[src/rtl/pfd_pkg.sv]
package pfd_pkg;
  typedef enum logic [1:0] {
    PW_RUN   = 2'd0,
    PW_DRAIN = 2'd1,
    PW_SLEEP = 2'd2
  } pwr_state_e;
endpackage

[src/rtl/pfd_side.sv]
module pfd_side (
  input  logic clk,
  input  logic rst_n,
  input  logic pulse_in,
  input  logic hold,
  input  logic clr,
  output logic armed
);
  logic seen;
  logic rise;

  assign rise = pulse_in & ~seen;

  always_ff @(posedge clk or negedge rst_n) begin
    if (!rst_n) begin
      seen  <= 1'b0;
      armed <= 1'b0;
    end else begin
      seen <= pulse_in;
      if (hold || clr) armed <= 1'b0;
      else if (rise)   armed <= 1'b1;
    end
  end

  // a command only comes up after an input edge
  assert_rise_needs_edge_R2: assert property (@(posedge clk) disable iff (!rst_n)
    $rose(armed) |-> $past(pulse_in && !seen));
endmodule

[src/rtl/pfd_lock_mon.sv]
module pfd_lock_mon #(
  parameter int LOCK_THR = 8
) (
  input  logic clk,
  input  logic rst_n,
  input  logic busy,
  input  logic sleep,
  output logic lock_ok
);
  localparam int WW = $clog2(LOCK_THR + 1);
  localparam logic [WW-1:0] THR_V = WW'(LOCK_THR);

  logic [WW-1:0] wid;

  always_ff @(posedge clk or negedge rst_n) begin
    if (!rst_n)          wid <= '0;
    else if (!busy)      wid <= '0;
    else if (wid != THR_V) wid <= wid + 1'b1;
  end

  assign lock_ok = !sleep && !(busy && (wid == THR_V));

  // the first cycle of a fresh pulse never drops lock
  assert_fresh_pulse_R7: assert property (@(posedge clk) disable iff (!rst_n)
    $rose(busy) |-> lock_ok);
endmodule

[src/rtl/pfd_pwr_ctl.sv]
module pfd_pwr_ctl
  import pfd_pkg::*;
(
  input  logic clk,
  input  logic rst_n,
  input  logic req_n,
  input  logic idle,
  output logic sleep,
  output logic go_sleep
);
  pwr_state_e st, st_nx;

  always_comb begin
    st_nx = st;
    case (st)
      PW_RUN:   if (!req_n) st_nx = idle ? PW_SLEEP : PW_DRAIN;
      PW_DRAIN: if (req_n) st_nx = PW_RUN;
                else if (idle) st_nx = PW_SLEEP;
      PW_SLEEP: if (req_n) st_nx = PW_RUN;
      default:  st_nx = PW_RUN;
    endcase
  end

  always_ff @(posedge clk or negedge rst_n) begin
    if (!rst_n) st <= PW_RUN;
    else        st <= st_nx;
  end

  assign sleep    = (st == PW_SLEEP);
  assign go_sleep = (st != PW_SLEEP) && (st_nx == PW_SLEEP);

  assert_wake_R9: assert property (@(posedge clk) disable iff (!rst_n)
    (sleep && req_n) |=> !sleep);
endmodule

[src/rtl/pfd_lock_gate.sv]
module pfd_lock_gate #(
  parameter int CLR_DLY  = 1,
  parameter int LOCK_THR = 8
) (
  input  logic clk,
  input  logic rst_n,
  input  logic ref_div,
  input  logic vco_div,
  input  logic pol_norm,
  input  logic pd_req_n,
  output logic pump_up,
  output logic pump_dn_pull,
  output logic pump_en,
  output logic lock_ok,
  output logic ref_mon,
  output logic asleep
);
  localparam int NSIDE = 2;
  localparam int DW    = $clog2(CLR_DLY + 1);
  localparam logic [DW-1:0] LAST_V = DW'(CLR_DLY - 1);

  logic [NSIDE-1:0] pulses;
  logic [NSIDE-1:0] armed;
  logic             up_q, dn_q, both, clr, hold, go_sleep, ref_q;
  logic [DW-1:0]    dcnt;

  assign pulses = {vco_div, ref_div};
  assign up_q   = armed[0];
  assign dn_q   = armed[1];
  assign both   = up_q & dn_q;
  assign clr    = both && (dcnt == LAST_V);
  assign hold   = asleep | go_sleep;

  for (genvar i = 0; i < NSIDE; i++) begin : g_side
    pfd_side u_side (
      .clk      (clk),
      .rst_n    (rst_n),
      .pulse_in (pulses[i]),
      .hold     (hold),
      .clr      (clr),
      .armed    (armed[i])
    );
  end

  always_ff @(posedge clk or negedge rst_n) begin
    if (!rst_n)                     dcnt <= '0;
    else if (hold || !both || clr)  dcnt <= '0;
    else                            dcnt <= dcnt + 1'b1;
  end

  always_ff @(posedge clk or negedge rst_n) begin
    if (!rst_n) ref_q <= 1'b0;
    else        ref_q <= ref_div;
  end

  pfd_pwr_ctl u_pwr (
    .clk      (clk),
    .rst_n    (rst_n),
    .req_n    (pd_req_n),
    .idle     (!up_q && !dn_q),
    .sleep    (asleep),
    .go_sleep (go_sleep)
  );

  pfd_lock_mon #(.LOCK_THR(LOCK_THR)) u_lock (
    .clk     (clk),
    .rst_n   (rst_n),
    .busy    (up_q | dn_q),
    .sleep   (asleep),
    .lock_ok (lock_ok)
  );

  assign pump_up      = pol_norm ? up_q : dn_q;
  assign pump_dn_pull = pol_norm ? dn_q : up_q;
  assign pump_en      = up_q | dn_q;
  assign ref_mon      = ref_q;

  assert_joint_clear_R4: assert property (@(posedge clk) disable iff (!rst_n)
    clr |=> (!up_q && !dn_q));

  assert_defer_entry_R8: assert property (@(posedge clk) disable iff (!rst_n)
    $rose(asleep) |-> $past(!up_q && !dn_q));

  assert_sleep_quiet_R9: assert property (@(posedge clk) disable iff (!rst_n)
    asleep |-> (!pump_up && !pump_dn_pull && !pump_en && !lock_ok));
endmodule

[config.mk]
export PLATFORM = sky130hd
export DESIGN_NAME = pfd_lock_gate
export DESIGN_NICKNAME = d
export VERILOG_FILES = /design/src/rtl/pfd_pkg.sv /design/src/rtl/pfd_side.sv /design/src/rtl/pfd_lock_mon.sv /design/src/rtl/pfd_pwr_ctl.sv /design/src/rtl/pfd_lock_gate.sv
export SDC_FILE = /design/constraint.sdc
export NUM_CORES = 1
export LEC_CHECK = 0
export BUFFER_PORTS_ARGS = -buffer_cell sky130_fd_sc_hd__clkbuf_2
export CELL_PAD_IN_SITES_DETAIL_PLACEMENT = 1
export CELL_PAD_IN_SITES_GLOBAL_PLACEMENT = 1
export CORE_UTILIZATION = 34
export CTS_CLUSTER_DIAMETER = 100
export CTS_CLUSTER_SIZE = 10
export DETAILED_ROUTE_END_ITERATION = 10
export GPL_ROUTABILITY_DRIVEN = 0
export PLACE_DENSITY = 0.67
export SLEW_MARGIN = 30
export SYNTH_ARGS = -nofsm -noshare
export SYNTH_HDL_FRONTEND = slang
export SYNTH_SLANG_ARGS = --single-unit
[constraint.sdc]
create_clock -name clk -period 1.1 [get_ports clk]
set_input_delay 0.11 -clock clk [delete_from_list [all_inputs] [get_ports clk]]
set_output_delay 0.11 -clock clk [all_outputs]
set_load 0.1 [all_outputs]
==> metrics.txt <==
Antenna diodes 0; routed wire length ~2200 um; Final setup violation count 11; capture point of the worst reg-to-reg path u_lock.wid[1]$_DFFE_PN0N_; first-pass iteration count of the detailed router 4; CTS tree built; Avg Inst Size Synth about 11 um^2; post-synth cell types 18; Iter 0 DRT Violations 7; H-Tree Depth 1; synthesized net count 54; Synth Instances 46; failing checks negative setup slack; worst vdd ir around 2.1 mV; Reg power frac 17.1%; CP endpoint kind primary output; drt drc 0; share of cells above drive strength 1 a little over three fifths; Setup crit start kind register; Core Area roughly 0.0014 mm^2; dpl hpwl ~920 um; Post-synth ARST share 100%; cell accounting for the most synthesized area dfrtp_1; TritonCTS buffer count 3; pins over their slew limit 0; status finished, violations left; worst r2r path cells 6; Longest Clk Path Bufs 2; Synth-to-Final Area Change 97.3%; first-pass GRT wire length 2530 um; antenna violations before repair 0; Setup crit end lock_ok; Comb pwr share 74.2%; Mapped Area just over 500 um^2; chip width between 40 and 50 um; vias in the first global route roughly 500; internal power 1.90 mW; remaining global-route overflow 0; net switching power around 1.7 mW; Final Hold Vio Count 0; PwrDens roughly 3600 mW/mm^2; Clk pin slew, worst setup/hold paths roughly 0.09 ns; Placement Cell Area 802 um^2; clock sink count 11; leakage power about 0.48 nW; CP required 0.99 ns; number of port buffers 11; FF-to-FF setup slack -0.28 ns; Post-Place Cells 83; minimum clock period roughly 1.6 ns; largest net degree at the start of global routing 12; Sw Share between 40% and 50%; fin cells 98; Hold WC Path Type input port to register; CP max FO 2; number of enable flip-flop cells after synthesis 0; Starting Density 38.1%; site row count 13; top-area cell type share of the netlist area between 50% and 60%; fin crit share 143%; post-route setup slack -0.468 ns; clock power share 8.7%; CP arrival between 1 and 1.5 ns; Worst Hold Slack around 0.046 ns; Root Driver clkbuf_4; reg2reg start u_lock.wid[1]$_DFFE_PN0N_; achievable frequency between 600 and 700 MHz; Vias 494; vias per cell approximately 5.0; sequential fraction of the synthesis area between 50% and 60%; DIE AREA approximately 0.0017 mm^2; fin nets approximately 90; yosys warns 0; drt wl/cell 22.5 um; RSZ-0062 raised after global routing yes; MaxCap Viol Count 0; DIE HEIGHT approximately 40 um; FF+latch count, synth 11; critical path class register to primary output; Post-synth top cells 11 x dfrtp_1, 8 x nor2_1, 5 x inv_1; skew final roughly 0.011 ns; GRT Total Usage 25.6%; Skew-Pair Late Insertion Delay a little under 0.3 ns; Finished Cell Area 0.00101 mm^2; synth top area cells dfrtp_1 54%, nor2_1 5.8%, o311ai_4 5.1%; DRT antenna net count 0; Ports 12; Synth Flop Type dfrtp_1; CP Launch Point u_lock.wid[1]$_DFFE_PN0N_; most common cell in the netlist dfrtp_1
-- layout make-up --
class	count	area, um^2
flip-flops and latches	11	277
fillers	120	335
repair buffers	33	362
multi-input cells	29	299
inverters	6	32.5
clock buffers	4	26.3
well taps	15	18.8
-- power by group through the flow --
stage	combinational [mW]	clock (mW)	sequential (mW)
3_3_place_gp	1.99	0	0.595
3_5_place_dp	2.03	0	0.601
2_1_floorplan	1.09	0	0.633
4_1_cts	2.41	0.289	0.601
5_1_grt	2.76	0.325	0.625
6_report	2.69	0.315	0.620
-- flip-flops by register name, summed over array words and instances, names as in the netlist --
name / count
u_lock.wid: 4
g_side.u_side.armed: 2
g_side.u_side.seen: 2
u_pwr.st: 2
dcnt: 1
-- cells by family (layout without fill, tap and decap cells) --
family | after synthesis | count (layout) | synth area share (%)
multiplexers | 4 | 4 | 8.27
adder cells (fa/ha/maj) | 2 | 2 | 4.87
other | 1 | 1 | 0.729
buffers and inverters | 6 | 43 | 4.87
AO/OA/AOI/OAI | 5 | 5 | 9.00
AND/OR/NAND/NOR | 15 | 15 | 15.3
flip-flops | 11 | 11 | 53.5
XOR/XNOR | 2 | 2 | 3.41
-- what timing repair did --
item                                    in CTS  in global routing
pin swaps                                    7                  7
hold buffers                                 3                  0
endpoints found under the setup margin      10                 12
gates resized for setup                     16                  7
hold endpoints to repair                    13                  0
setup buffers                                7                  3
-- metal layers --
layer	GRT usage, %	wire [um]	share of wire, %
met5	0	0	0
met3	5.43	85	3.9
met1	30.8	901	41
met4	12.5	63	2.9
met2	42.6	1150	52
-- worst min path at each step --
stage	startpoint	endpoint	cells after the start
after detailed placement	rst_n	u_lock.wid[3]$_DFFE_PN0N_	1
after global routing	pd_req_n	u_pwr.st[1]$_DFF_PN0_	2
final	pd_req_n	u_pwr.st[1]$_DFF_PN0_	2
after global placement	rst_n	u_lock.wid[3]$_DFFE_PN0N_	1
after floorplan	rst_n	dcnt$_DFF_PN0_	0
after CTS	pd_req_n	u_pwr.st[1]$_DFF_PN0_	2
-- metrics by stage --
stage / util (%) / total power, mW / setup TNS (ns) / setup slack, ns
after detailed placement: 59.4 / 2.63 / -0.515 / -0.162
final: 75.2 / 3.62 / -2.85 / -0.468
after CTS: 71.8 / 3.30 / -2.11 / -0.403
after global routing: 75.2 / 3.71 / -3.17 / -0.496
after floorplan: - / 1.72 / -0.999 / -0.640
after global placement: 59.4 / 2.59 / -0.296 / -0.115
-- cell usage in the layout, fill, tap and decap left out, types with 2 or more instances in the layout --
master and n:
dfrtp_1 10, buf_6 5, ha_4 2, mux2_4 2
nor2_4 2, clkbuf_2 5, dlygate4sd3_1 3, a21oi_1 2
a21oi_2 2, nor2_1 6, nand3b_1 2, buf_4 12
inv_2 2, clkbuf_4 3, inv_1 2, buf_12 8
-- critical path, stage by stage (launching register included) --
cell and delay, ns:
dfrtp_1 0.42, inv_2 0.08, ha_4 0.14, nand3b_1 0.15, nor2_2 0.18, nor2_4 0.05
buf_12 0.16
Power figures use the tool's default switching activity.
